===== config.mk =====
export PLATFORM = sky130hd
export DESIGN_NAME = bsh_norm_shifter
export DESIGN_NICKNAME = d
export VERILOG_FILES = /design/src/rtl/bsh_pkg.sv /design/src/rtl/bsh_place.sv /design/src/rtl/bsh_barrel.sv /design/src/rtl/bsh_expdet.sv /design/src/rtl/bsh_norm_shifter.sv
export SDC_FILE = /design/constraint.sdc
export NUM_CORES = 1
export LEC_CHECK = 0
export BUFFER_PORTS_ARGS = -buffer_cell sky130_fd_sc_hd__buf_2
export CAP_MARGIN = 10
export CORE_MARGIN = 5
export CORE_UTILIZATION = 30
export DETAILED_ROUTE_END_ITERATION = 16
export PLACE_DENSITY_LB_ADDON = 0.25
export SYNTH_ARGS = -nofsm -noshare
export SYNTH_HDL_FRONTEND = slang
export SYNTH_SLANG_ARGS = --single-unit

===== constraint.sdc =====
create_clock -name clk -period 2.2 [get_ports clk]
set_input_delay 0.55 -clock clk [delete_from_list [all_inputs] [get_ports clk]]
set_output_delay 0.55 -clock clk [all_outputs]
set_load 0.01 [all_outputs]

===== src/rtl/bsh_pkg.sv =====
package bsh_pkg;
  typedef enum logic [2:0] {
    BSH_LSH    = 3'd0,
    BSH_ASH    = 3'd1,
    BSH_NORM   = 3'd2,
    BSH_DENORM = 3'd3,
    BSH_EXP    = 3'd4
  } bsh_op_e;
endpackage


===== src/rtl/bsh_place.sv =====
// Puts the operand into the double-width field.
module bsh_place #(
  parameter int DATA_W = 16,
  localparam int RES_W = 2 * DATA_W
) (
  input  logic [DATA_W-1:0] din,
  input  logic              hi_sel,
  input  logic              sext,
  output logic [RES_W-1:0]  placed
);
  always_comb begin
    if (hi_sel) begin
      placed = {din, {DATA_W{1'b0}}};
    end else if (sext) begin
      placed = {{DATA_W{din[DATA_W-1]}}, din};
    end else begin
      placed = {{DATA_W{1'b0}}, din};
    end
  end
endmodule


===== src/rtl/bsh_barrel.sv =====
// Log-stage barrel with a signed count; saturates beyond the field width.
module bsh_barrel #(
  parameter int RES_W = 32,
  parameter int CNT_W = 8,
  localparam int SH_W = $clog2(RES_W)
) (
  input  logic [RES_W-1:0] data,
  input  logic             fill,
  input  logic [CNT_W-1:0] cnt,
  output logic [RES_W-1:0] shifted
);
  localparam logic [CNT_W-1:0] LIMIT = CNT_W'(RES_W);

  logic             neg;
  logic [CNT_W-1:0] mag;
  logic             too_far;
  logic [RES_W-1:0] lst [SH_W+1];
  logic [RES_W-1:0] rst [SH_W+1];

  assign neg     = cnt[CNT_W-1];
  assign mag     = neg ? (CNT_W'(0) - cnt) : cnt;
  assign too_far = (mag >= LIMIT);
  assign lst[0]  = data;
  assign rst[0]  = data;

  for (genvar i = 0; i < SH_W; i++) begin : g_stage
    localparam int S = 1 << i;
    assign lst[i+1] = mag[i] ? {lst[i][RES_W-1-S:0], {S{1'b0}}} : lst[i];
    assign rst[i+1] = mag[i] ? {{S{fill}}, rst[i][RES_W-1:S]} : rst[i];
  end

  always_comb begin
    if (too_far) begin
      shifted = neg ? {RES_W{fill}} : '0;
    end else begin
      shifted = neg ? rst[SH_W] : lst[SH_W];
    end
  end
endmodule


===== src/rtl/bsh_expdet.sv =====
// Counts redundant sign bits and returns their negation.
module bsh_expdet #(
  parameter int DATA_W = 16,
  parameter int CNT_W  = 8
) (
  input  logic [DATA_W-1:0] din,
  output logic [CNT_W-1:0]  exp_val
);
  logic [CNT_W-1:0] rsb;
  logic             run;

  always_comb begin
    rsb = '0;
    run = 1'b1;
    for (int i = DATA_W - 2; i >= 0; i--) begin
      if (run && (din[i] == din[DATA_W-1])) begin
        rsb = rsb + CNT_W'(1);
      end else begin
        run = 1'b0;
      end
    end
    exp_val = CNT_W'(0) - rsb;
  end
endmodule


===== src/rtl/bsh_norm_shifter.sv =====
module bsh_norm_shifter
  import bsh_pkg::*;
#(
  parameter int DATA_W = 16,
  parameter int CNT_W  = 8,
  localparam int RES_W = 2 * DATA_W
) (
  input  logic              clk,
  input  logic              rst_n,
  input  logic              op_valid,
  input  logic [2:0]        op,
  input  logic [DATA_W-1:0] din,
  input  logic [CNT_W-1:0]  shamt,
  input  logic              hi_sel,
  input  logic              or_prev,
  input  logic              blk_clr,
  output logic [RES_W-1:0]  result,
  output logic [CNT_W-1:0]  exp_out,
  output logic [CNT_W-1:0]  blk_exp
);
  localparam logic [CNT_W-1:0] EXP_MIN = CNT_W'(1 - DATA_W);

  // reset synchronizer: asynchronous assert, synchronous release
  logic [1:0] rst_sync;
  logic       rst_ns;

  always_ff @(posedge clk or negedge rst_n) begin
    if (!rst_n) rst_sync <= 2'b00;
    else        rst_sync <= {rst_sync[0], 1'b1};
  end
  assign rst_ns = rst_sync[1];

  bsh_op_e          op_e;
  logic             sext;
  logic             fill;
  logic [RES_W-1:0] placed;
  logic [RES_W-1:0] shifted;
  logic [CNT_W-1:0] cnt;
  logic [CNT_W-1:0] exp_new;

  logic [RES_W-1:0] result_q, result_d;
  logic [CNT_W-1:0] exp_q, exp_d;
  logic [CNT_W-1:0] blk_q, blk_d;
  logic             res_en, exp_en, blk_en;

  assign op_e = bsh_op_e'(op);
  assign sext = (op_e == BSH_ASH);

  bsh_place #(.DATA_W(DATA_W)) u_place (
    .din    (din),
    .hi_sel (hi_sel),
    .sext   (sext),
    .placed (placed)
  );

  assign fill = (op_e != BSH_LSH) && placed[RES_W-1];

  always_comb begin
    case (op_e)
      BSH_NORM:   cnt = CNT_W'(0) - exp_q;
      BSH_DENORM: cnt = exp_q;
      default:    cnt = shamt;
    endcase
  end

  bsh_barrel #(.RES_W(RES_W), .CNT_W(CNT_W)) u_barrel (
    .data    (placed),
    .fill    (fill),
    .cnt     (cnt),
    .shifted (shifted)
  );

  bsh_expdet #(.DATA_W(DATA_W), .CNT_W(CNT_W)) u_expdet (
    .din     (din),
    .exp_val (exp_new)
  );

  // next-state logic
  always_comb begin
    res_en   = op_valid && (op <= 3'd3);
    exp_en   = op_valid && (op_e == BSH_EXP);
    blk_en   = exp_en || blk_clr;
    result_d = or_prev ? (result_q | shifted) : shifted;
    exp_d    = exp_new;
    if (exp_en) begin
      if (blk_clr || ($signed(exp_new) > $signed(blk_q))) blk_d = exp_new;
      else                                                 blk_d = blk_q;
    end else begin
      blk_d = EXP_MIN;
    end
  end

  // registers
  always_ff @(posedge clk or negedge rst_ns) begin
    if (!rst_ns) begin
      result_q <= '0;
      exp_q    <= '0;
      blk_q    <= EXP_MIN;
    end else begin
      if (res_en) result_q <= result_d;
      if (exp_en) exp_q    <= exp_d;
      if (blk_en) blk_q    <= blk_d;
    end
  end

  assign result  = result_q;
  assign exp_out = exp_q;
  assign blk_exp = blk_q;
endmodule


==> results of run 1 <==
==> power breakdown <==
group	total, µW	internal [µW]	switching (µW)
combinational	8440	4130	4310
clock	906	539	367
sequential	1260	1130	126
total	10600	5800	4800
==> Yosys cell counts, types with 13 or more instances <==
cell,n
sky130_fd_sc_hd__clkbuf_1,81
sky130_fd_sc_hd__xnor2_1,24
sky130_fd_sc_hd__nor2_1,120
sky130_fd_sc_hd__and2_1,17
sky130_fd_sc_hd__nand3_1,50
sky130_fd_sc_hd__a21oi_1,137
sky130_fd_sc_hd__inv_1,18
sky130_fd_sc_hd__a211oi_1,18
sky130_fd_sc_hd__nand2_1,189
sky130_fd_sc_hd__nor3_1,40
sky130_fd_sc_hd__nor2b_1,19
sky130_fd_sc_hd__o21ai_0,102
sky130_fd_sc_hd__mux2_2,13
sky130_fd_sc_hd__dfrtp_1,45
sky130_fd_sc_hd__ha_1,23
sky130_fd_sc_hd__o211ai_1,28
sky130_fd_sc_hd__mux2i_1,38
sky130_fd_sc_hd__nand2b_1,14
==> worst max-delay path: cells and delay by family <==
kind	cells	cell delay [ns]
fa+ha+maj	10	2.60
compound gates	17	2.42
simple gates	15	1.33
mux	4	0.94
buf+inv	4	0.38
xor+xnor	1	0.15
==> flip-flops by register name, indices dropped and copies added (netlist names) <==
register / flops
exp_out: 8
rst_sync: 2
blk_exp: 8
result: 32
==> cell type report <==
cell class	instances	area (µm²)
Fill cell	2204	10700
Clock buffer	7	133
Timing Repair Buffer	592	4970
Inverter	21	91.3
Tap cell	335	419
Clock inverter	1	30.0
Multi-Input combinational cell	1035	8430
Sequential cell	50	1260
==> stage by stage <==
| step | total power, µW | util | cell area (µm²) | std cells |
|---|---|---|---|---|
| floorplan | 4370 | - | 8560 | 1202 |
| CTS | 9460 | 0.545 | 14200 | 2021 |
| finish | 10600 | 0.588 | 15300 | 2041 |
| global placement | 6900 | 0.458 | 11900 | 1925 |
| detailed placement | 6930 | 0.458 | 11900 | 1925 |
| global route | 11100 | 0.588 | 15300 | 2041 |
==> cells by family (layout without fill, tap and decap cells) <==
group | count (synthesis) | after routing | synth area share
buffers and inverters | 120 | 621 | 0.0598
other | 1 | 1 | 0.000471
muxes | 53 | 53 | 0.0708
xor gates and xnor gates | 42 | 42 | 0.0590
adders and majority gates | 23 | 23 | 0.0362
DFF | 50 | 50 | 0.158
AOI/OAI and AO/OA | 410 | 411 | 0.323
and+or+nand+nor | 503 | 505 | 0.292
==> repair_timing <==
action | 4_1_cts | 5_1_grt
cloned | 7 | 0
gates resized for setup | 306 | 224
buffers inserted | 88 | 49
pin swaps | 126 | 157
endpoints found under the setup margin | 48 | 48
==> worst max-delay path by stage <==
stage                        from          to  slack, ns  cells past startpoint
after floorplan           din[15]  blk_exp[5]      -6.34                     54
after global placement    din[14]  blk_exp[0]      -6.14                     49
after detailed placement  din[14]  blk_exp[6]      -6.32                     48
after CTS                 din[15]  blk_exp[5]      -5.79                     50
after global routing      din[14]  blk_exp[4]      -6.38                     51
final                     din[14]  blk_exp[4]      -5.94                     51
==> placed cells by master, fill, tap and decap left out, types with 15 or more instances in the layout <==
cell,n
sky130_fd_sc_hd__a21oi_1,78
sky130_fd_sc_hd__a21oi_2,43
sky130_fd_sc_hd__a21oi_4,17
sky130_fd_sc_hd__and2_1,15
sky130_fd_sc_hd__buf_12,25
sky130_fd_sc_hd__buf_2,77
sky130_fd_sc_hd__buf_4,407
sky130_fd_sc_hd__buf_6,68
sky130_fd_sc_hd__dfrtp_1,44
sky130_fd_sc_hd__inv_1,15
sky130_fd_sc_hd__mux2i_1,17
sky130_fd_sc_hd__mux2i_4,15
sky130_fd_sc_hd__nand2_1,155
sky130_fd_sc_hd__nand2_2,25
sky130_fd_sc_hd__nand3_1,39
sky130_fd_sc_hd__nor2_1,83
sky130_fd_sc_hd__nor2_2,19
sky130_fd_sc_hd__nor2_4,19
sky130_fd_sc_hd__nor3_1,21
sky130_fd_sc_hd__o211ai_1,28
sky130_fd_sc_hd__o21ai_0,26
sky130_fd_sc_hd__o21ai_1,42
sky130_fd_sc_hd__o21ai_2,25
sky130_fd_sc_hd__xnor2_1,19
==> routing by layer <==
metal	wire (µm)	vias to the layer above	global-route usage
met1	16200	5460	0.318
met2	18700	459	0.392
li1	-	5390	-
met5	0	-	0
met3	2950	102	0.0421
met4	1320	0	0.0698
==> parameters.txt, run 1 <==
Parameter                              Value

Die
  Boundary Pins ... 81
  Area of the die ... 0.0299 mm²
  CORE AREA ... 0.0261 mm²
  Starting Density ... 0.305
  Site row count ... 59
  Chip width ... 173 µm
  Chip height ... 173 µm

Synth
  Synth top area cells ... sky130_fd_sc_hd__dfrtp_1, sky130_fd_sc_hd__nand2_1, sky130_fd_sc_hd__a21oi_1
  FFs w/ async S/R, synth ... 1.00
  Syn Nets ... 1258
  Total of flip-flops plus latches after synthesis ... 50
  Leading register cell type out of synthesis ... sky130_fd_sc_hd__dfrtp_1
  Mean instance size in the synthesized netlist ... 6.62 µm²
  Post-synth design cell area ... 0.00796 mm²
  Yosys synthesis warning count ... 0
  Number of flops mapped to enable cells by yosys ... 0
  Number of unique standard cell types used by synthesis ... 88
  Synthesized netlist cell count ... 1202
  Largest area contributor in the netlist ... sky130_fd_sc_hd__dfrtp_1
  Share of Yosys cell area claimed by the top area cell type ... 0.142
  Sequential-to-total area share from yosys stat ... 0.158

Cells and area
  Diode count ... 0
  Area Growth Syn to Fin ... 92.7%
  Layout cells sized above 1 ... 0.564
  Nets ... 1761

Setup path
  Number of cells traversed by the worst register-to-register path ... 18
  Internal reg-to-reg setup slack ... -1.35 ns
  Critical path's slowest cell ... sky130_fd_sc_hd__ha_1
  End of the worst register-to-register path ... result[14]
  Kind of start point of the critical path ... input port
  Critical Path End Type ... flip-flop
  Beginning of the worst register-to-register path ... exp_out[1]
  Worst Path Arrival ... 8.37 ns
  Biggest fanout along the worst timing path ... 6
  Data required time of the critical path ... 2.43 ns
  Cell mode on critical path ... sky130_fd_sc_hd__ha_4
  Class of the most critical setup path ... input port to flip-flop
  Longest individual stage delay on the worst path ... 0.32 ns

Clock tree
  H-tree levels ... 2
  Clock insertion delay at the later pin of the skew report ... 0.30 ns
  CTS Buf Count ... 5
  CTS max path bufs ... 2
  Quantity of hold-fixing buffers added after cts ... 0
  Clock-pin slew reported for the worst setup and hold paths after clock tree synthesis ... 0.07 ns
  Buffer type at the clock tree root ... sky130_fd_sc_hd__clkbuf_16
  CTS tree ... done
  Num Clock Sinks ... 50

GRT
  Largest net degree at the start of global routing ... 33
  Wire length of the first global-routing pass ... 59400 µm
  Global routing usage summed across all routing layers ... 0.237
  Antenna violations before repair ... 0
  Number of global-route vias before repair ... 11110
  Remaining global-route overflow ... 0

Route
  Post-route ant nets ... 0
  Initial DRT Pass Iterations ... 5
  Via count ... 11411
  Total wire length after detailed routing ... 39200 µm
  Routed length per placed instance ... 19.2 µm
  Violation count after the first detailed-route iteration ... 987
  Avg Vias per Cell ... 5.59
  Number of remaining DRC errors ... 0

Timing
  Setup Total Neg Slack ... -117.92 ns
  Period minus WS final ... 8.14 ns
  Worst Skew ... 0.00778 ns
  Setup repair after global routing missed its margin ... yes
  Max transition margin ... 0.479
  Final Hold Slack ... 0.0230 ns
  Final period utilization ... 3.70
  Upper clock frequency limit ... 0.123 GHz
  Worst Slack Setup Final ... -5.94 ns
  Final hold viol count ... 0
  Max Transition Viols Final ... 0
  Worst Max-Slew Pin Slew ... 0.782 ns
  Number of endpoints failing setup at the final stage ... 48

Flow run
  Max-cap viol count ... 0

Place
  Post-DP HPWL ... 27500 µm
  Number of input and output port buffers inserted ... 80
  Final weighted congestion in routability-driven placement ... 0.959
  Pre-CTS WS ... -6.32 ns

Power and ir drop
  LEAKAGE ... 0.00671 µW
  Worst VDD drop ... 0.000501 V
  Total power per unit cell area ... 691 mW/mm²

Run status
  Violations in the final reports ... setup timing
  Outcome ... finished with violations

Min path
  Worst min-delay path class ... input port to async pin
(Power assumes the default switching activity.)
==> inputs of run 2 (changes only) <==
==> constraint.sdc (replaced) <==
create_clock -name clk -period 2.2 [get_ports clk]
set_input_delay 0 -clock clk [delete_from_list [all_inputs] [get_ports clk]]
set_output_delay 0 -clock clk [all_outputs]
set_load 0.01 [all_outputs]
==> run 2 against run 1 <==
- the run still ends with setup timing left
- critical endpoint unchanged
- sequential share of layout area increased by 0.88 points
- worst setup slack improved by 0.75 ns
- sequential cell count unchanged
- clock power increased by 15%
- maximum frequency increased by 10%
- critical path type unchanged
- cell area decreased by 9.5%
==> parameters.txt, run 2 (synthesis results as in run 1) <==
Parameter                              Value

Timing
  Worst Slack Setup Final ... -5.19 ns (was -5.94 ns)
  Worst Max-Slew Pin Slew ... 0.790 ns (was 0.782 ns)
  Upper clock frequency limit ... 0.135 GHz (was 0.123 GHz)
  Max transition margin ... 0.469 (was 0.479)
  Period minus WS final ... 7.39 ns (was 8.14 ns)
  Final Hold Slack ... 0.00748 ns (was 0.0230 ns)
  Setup repair after global routing missed its margin ... yes (unchanged)
  Final period utilization ... 3.36 (was 3.70)
  Max Transition Viols Final ... 0 (unchanged)
  Final hold viol count ... 0 (unchanged)
  Number of endpoints failing setup at the final stage ... 48 (unchanged)
  Worst Skew ... 0.0108 ns (was 0.00778 ns)

Power and ir drop
  LEAKAGE ... 0.00611 µW (was 0.00671 µW)
  Total design power ... 9320 µW (was 10600 µW)
  Worst VDD drop ... 0.000449 V (was 0.000501 V)
  Net Switching ... 4130 µW (was 4800 µW)
  Clock share of power ... 0.112 (was 0.086)
  Switching power share of the total ... 0.443 (was 0.453)
  Total power per unit cell area ... 672 mW/mm² (was 691 mW/mm²)
  Power share of the sequential group ... 0.136 (was 0.118)
  Internal power consumption ... 5190 µW (was 5800 µW)
  Combinational Power Share ... 0.752 (was 0.796)

Setup path
  Internal reg-to-reg setup slack ... -1.25 ns (was -1.35 ns)
  Critical path destination ... blk_exp[4] (unchanged)
  Kind of start point of the critical path ... input port (unchanged)
  Worst Path Arrival ... 7.62 ns (was 8.37 ns)
  Longest individual stage delay on the worst path ... 0.31 ns (was 0.32 ns)
  Number of cells traversed by the worst register-to-register path ... 18 (unchanged)
  Data required time of the critical path ... 2.43 ns (about the same)
  End of the worst register-to-register path ... result[13] (was result[14])
  Biggest fanout along the worst timing path ... 6 (unchanged)
  Critical Path End Type ... flip-flop (unchanged)
  Class of the most critical setup path ... input port to flip-flop (unchanged)
  Beginning of the worst register-to-register path ... exp_out[1] (unchanged)
  Cell mode on critical path ... sky130_fd_sc_hd__ha_1 (was sky130_fd_sc_hd__ha_4)
  Critical path's slowest cell ... sky130_fd_sc_hd__ha_1 (unchanged)
  Critical Path Source ... din[14] (unchanged)

Die
  Site row count ... 59 (unchanged)
  Area of the die ... 0.0299 mm² (unchanged)
  Starting Density ... 0.305 (unchanged)
  Boundary Pins ... 81 (unchanged)
  Chip width ... 173 µm (unchanged)
  CORE AREA ... 0.0261 mm² (unchanged)
  Chip height ... 173 µm (unchanged)

Route
  Routed length per placed instance ... 18.0 µm (was 19.2 µm)
  Total wire length after detailed routing ... 35200 µm (was 39200 µm)
  Number of remaining DRC errors ... 0 (unchanged)
  Post-route ant nets ... 0 (unchanged)
  Avg Vias per Cell ... 5.50 (was 5.59)
  Via count ... 10741 (was 11411)
  Violation count after the first detailed-route iteration ... 1052 (was 987)
  Initial DRT Pass Iterations ... 6 (was 5)

GRT
  Number of global-route vias before repair ... 10546 (was 11110)
  Antenna violations before repair ... 2 (was 0)
  Global routing usage summed across all routing layers ... 0.219 (was 0.237)
  Remaining global-route overflow ... 0 (unchanged)
  Largest net degree at the start of global routing ... 54 (was 33)
  Wire length of the first global-routing pass ... 55100 µm (was 59400 µm)

Cells and area
  Flip-flop count of the largest register after layout ... 32 (unchanged)
  Top library cells by usage in the layout, fill and taps aside ... sky130_fd_sc_hd__buf_4, sky130_fd_sc_hd__nand2_1, sky130_fd_sc_hd__nor2_1, sky130_fd_sc_hd__a21oi_1, sky130_fd_sc_hd__buf_2 (unchanged)
  Fin util ... 0.532 (was 0.588)
  Layout cells sized above 1 ... 0.499 (was 0.564)
  Nets ... 1671 (was 1761)
  Area Growth Syn to Fin ... 74.3% (was 92.7%)
  Most common cell after layout, fill and taps aside ... sky130_fd_sc_hd__buf_4 (unchanged)
  Area of all placed cells without fillers ... 0.0139 mm² (was 0.0153 mm²)

Place
  Pre-CTS WS ... -5.77 ns (was -6.32 ns)
  Number of input and output port buffers inserted ... 80 (unchanged)
  Final weighted congestion in routability-driven placement ... 0.947 (was 0.959)
  Post-DP HPWL ... 26300 µm (was 27500 µm)
  Area of placed instances ... 0.0117 mm² (was 0.0119 mm²)

Run status
  Outcome ... finished with violations (unchanged)
  Violations in the final reports ... setup timing (unchanged)

Flow run
  Max-cap viol count ... 0 (unchanged)

Clock tree
  Clock insertion delay at the later pin of the skew report ... 0.30 ns (about the same)
  CTS max path bufs ... 2 (unchanged)
  Num Clock Sinks ... 50 (unchanged)
  CTS tree ... done (unchanged)
  Clock-pin slew reported for the worst setup and hold paths after clock tree synthesis ... 0.07 ns (about the same)
  H-tree levels ... 2 (unchanged)
  Buffer type at the clock tree root ... sky130_fd_sc_hd__clkbuf_16 (unchanged)
  CTS Buf Count ... 5 (unchanged)

Min path
  Worst min-delay path class ... input port to async pin (unchanged)
==> run 2: layout make-up <==
cell class / instances / area (µm²)
flip-flops and latches: 50 / 1260
well taps: 335 / 419
inverters: 21 / 91.3
clock inverters: 2 / 60.1
repair buffers: 503 / 4100
fillers: 2422 / 12200
clock buffers: 6 / 139
multi-input cells: 1034 / 7790
diodes: 1 / 2.50
==> run 2: worst min-delay path by stage <==
stage	startpoint	end	slack [ns]	cells past startpoint
after global placement	rst_n	rst_sync[0]	-0.22	1
after floorplan	rst_n	rst_sync[0]	-0.30	0
after CTS	rst_n	rst_sync[1]	0.005	2
after detailed placement	rst_n	rst_sync[0]	-0.21	1
after global routing	rst_n	rst_sync[1]	0.01	2
final	rst_n	rst_sync[1]	0.007	2
==> run 2: what timing repair did <==
action / in CTS / in global routing
buffers inserted: 32 / 36
hold endpoints to repair: 2 / 0
hold buffers: 1 / 0
pin swaps: 115 / 116
gates cloned: 7 / 3
setup endpoints to repair: 48 / 48
resized for setup: 190 / 138
==> run 2: worst max-delay path, delay by kind of cell <==
kind	cells	cell delay, ns
adder cells (fa/ha/maj)	11	2.92
multiplexers	5	1.25
AO/OA/AOI/OAI	16	2.16
buffers and inverters	2	0.20
AND/OR/NAND/NOR	12	1.08
==> run 2: stage by stage <==
stage / setup TNS (ns) / cells
2_1_floorplan: -107.14 / 1202
3_3_place_gp: -113.87 / 1881
3_5_place_dp: -116.95 / 1881
4_1_cts: -103.79 / 1920
5_1_grt: -115.08 / 1952
6_report: -105.74 / 1952
==> run 2: power groups by stage <==
| stage | Combinational (µW) | Sequential, µW | Clock [µW] |
|---|---|---|---|
| after floorplan | 3020 | 1390 | 0 |
| after global placement | 5450 | 1270 | 0 |
| after detailed placement | 5490 | 1270 | 0 |
| after CTS | 6350 | 1260 | 1060 |
| after global routing | 7480 | 1300 | 1100 |
| final | 7020 | 1270 | 1040 |
==> run 2: routing by layer <==
layer	part of all wire	wire length [µm]	track usage	up-vias
li1	-	-	-	5197
met1	0.44	15600	0.298	5130
met2	0.48	17000	0.375	351
met3	0.053	1860	0.0253	61
met4	0.019	652	0.0426	2
met5	0.00037	13	0	-
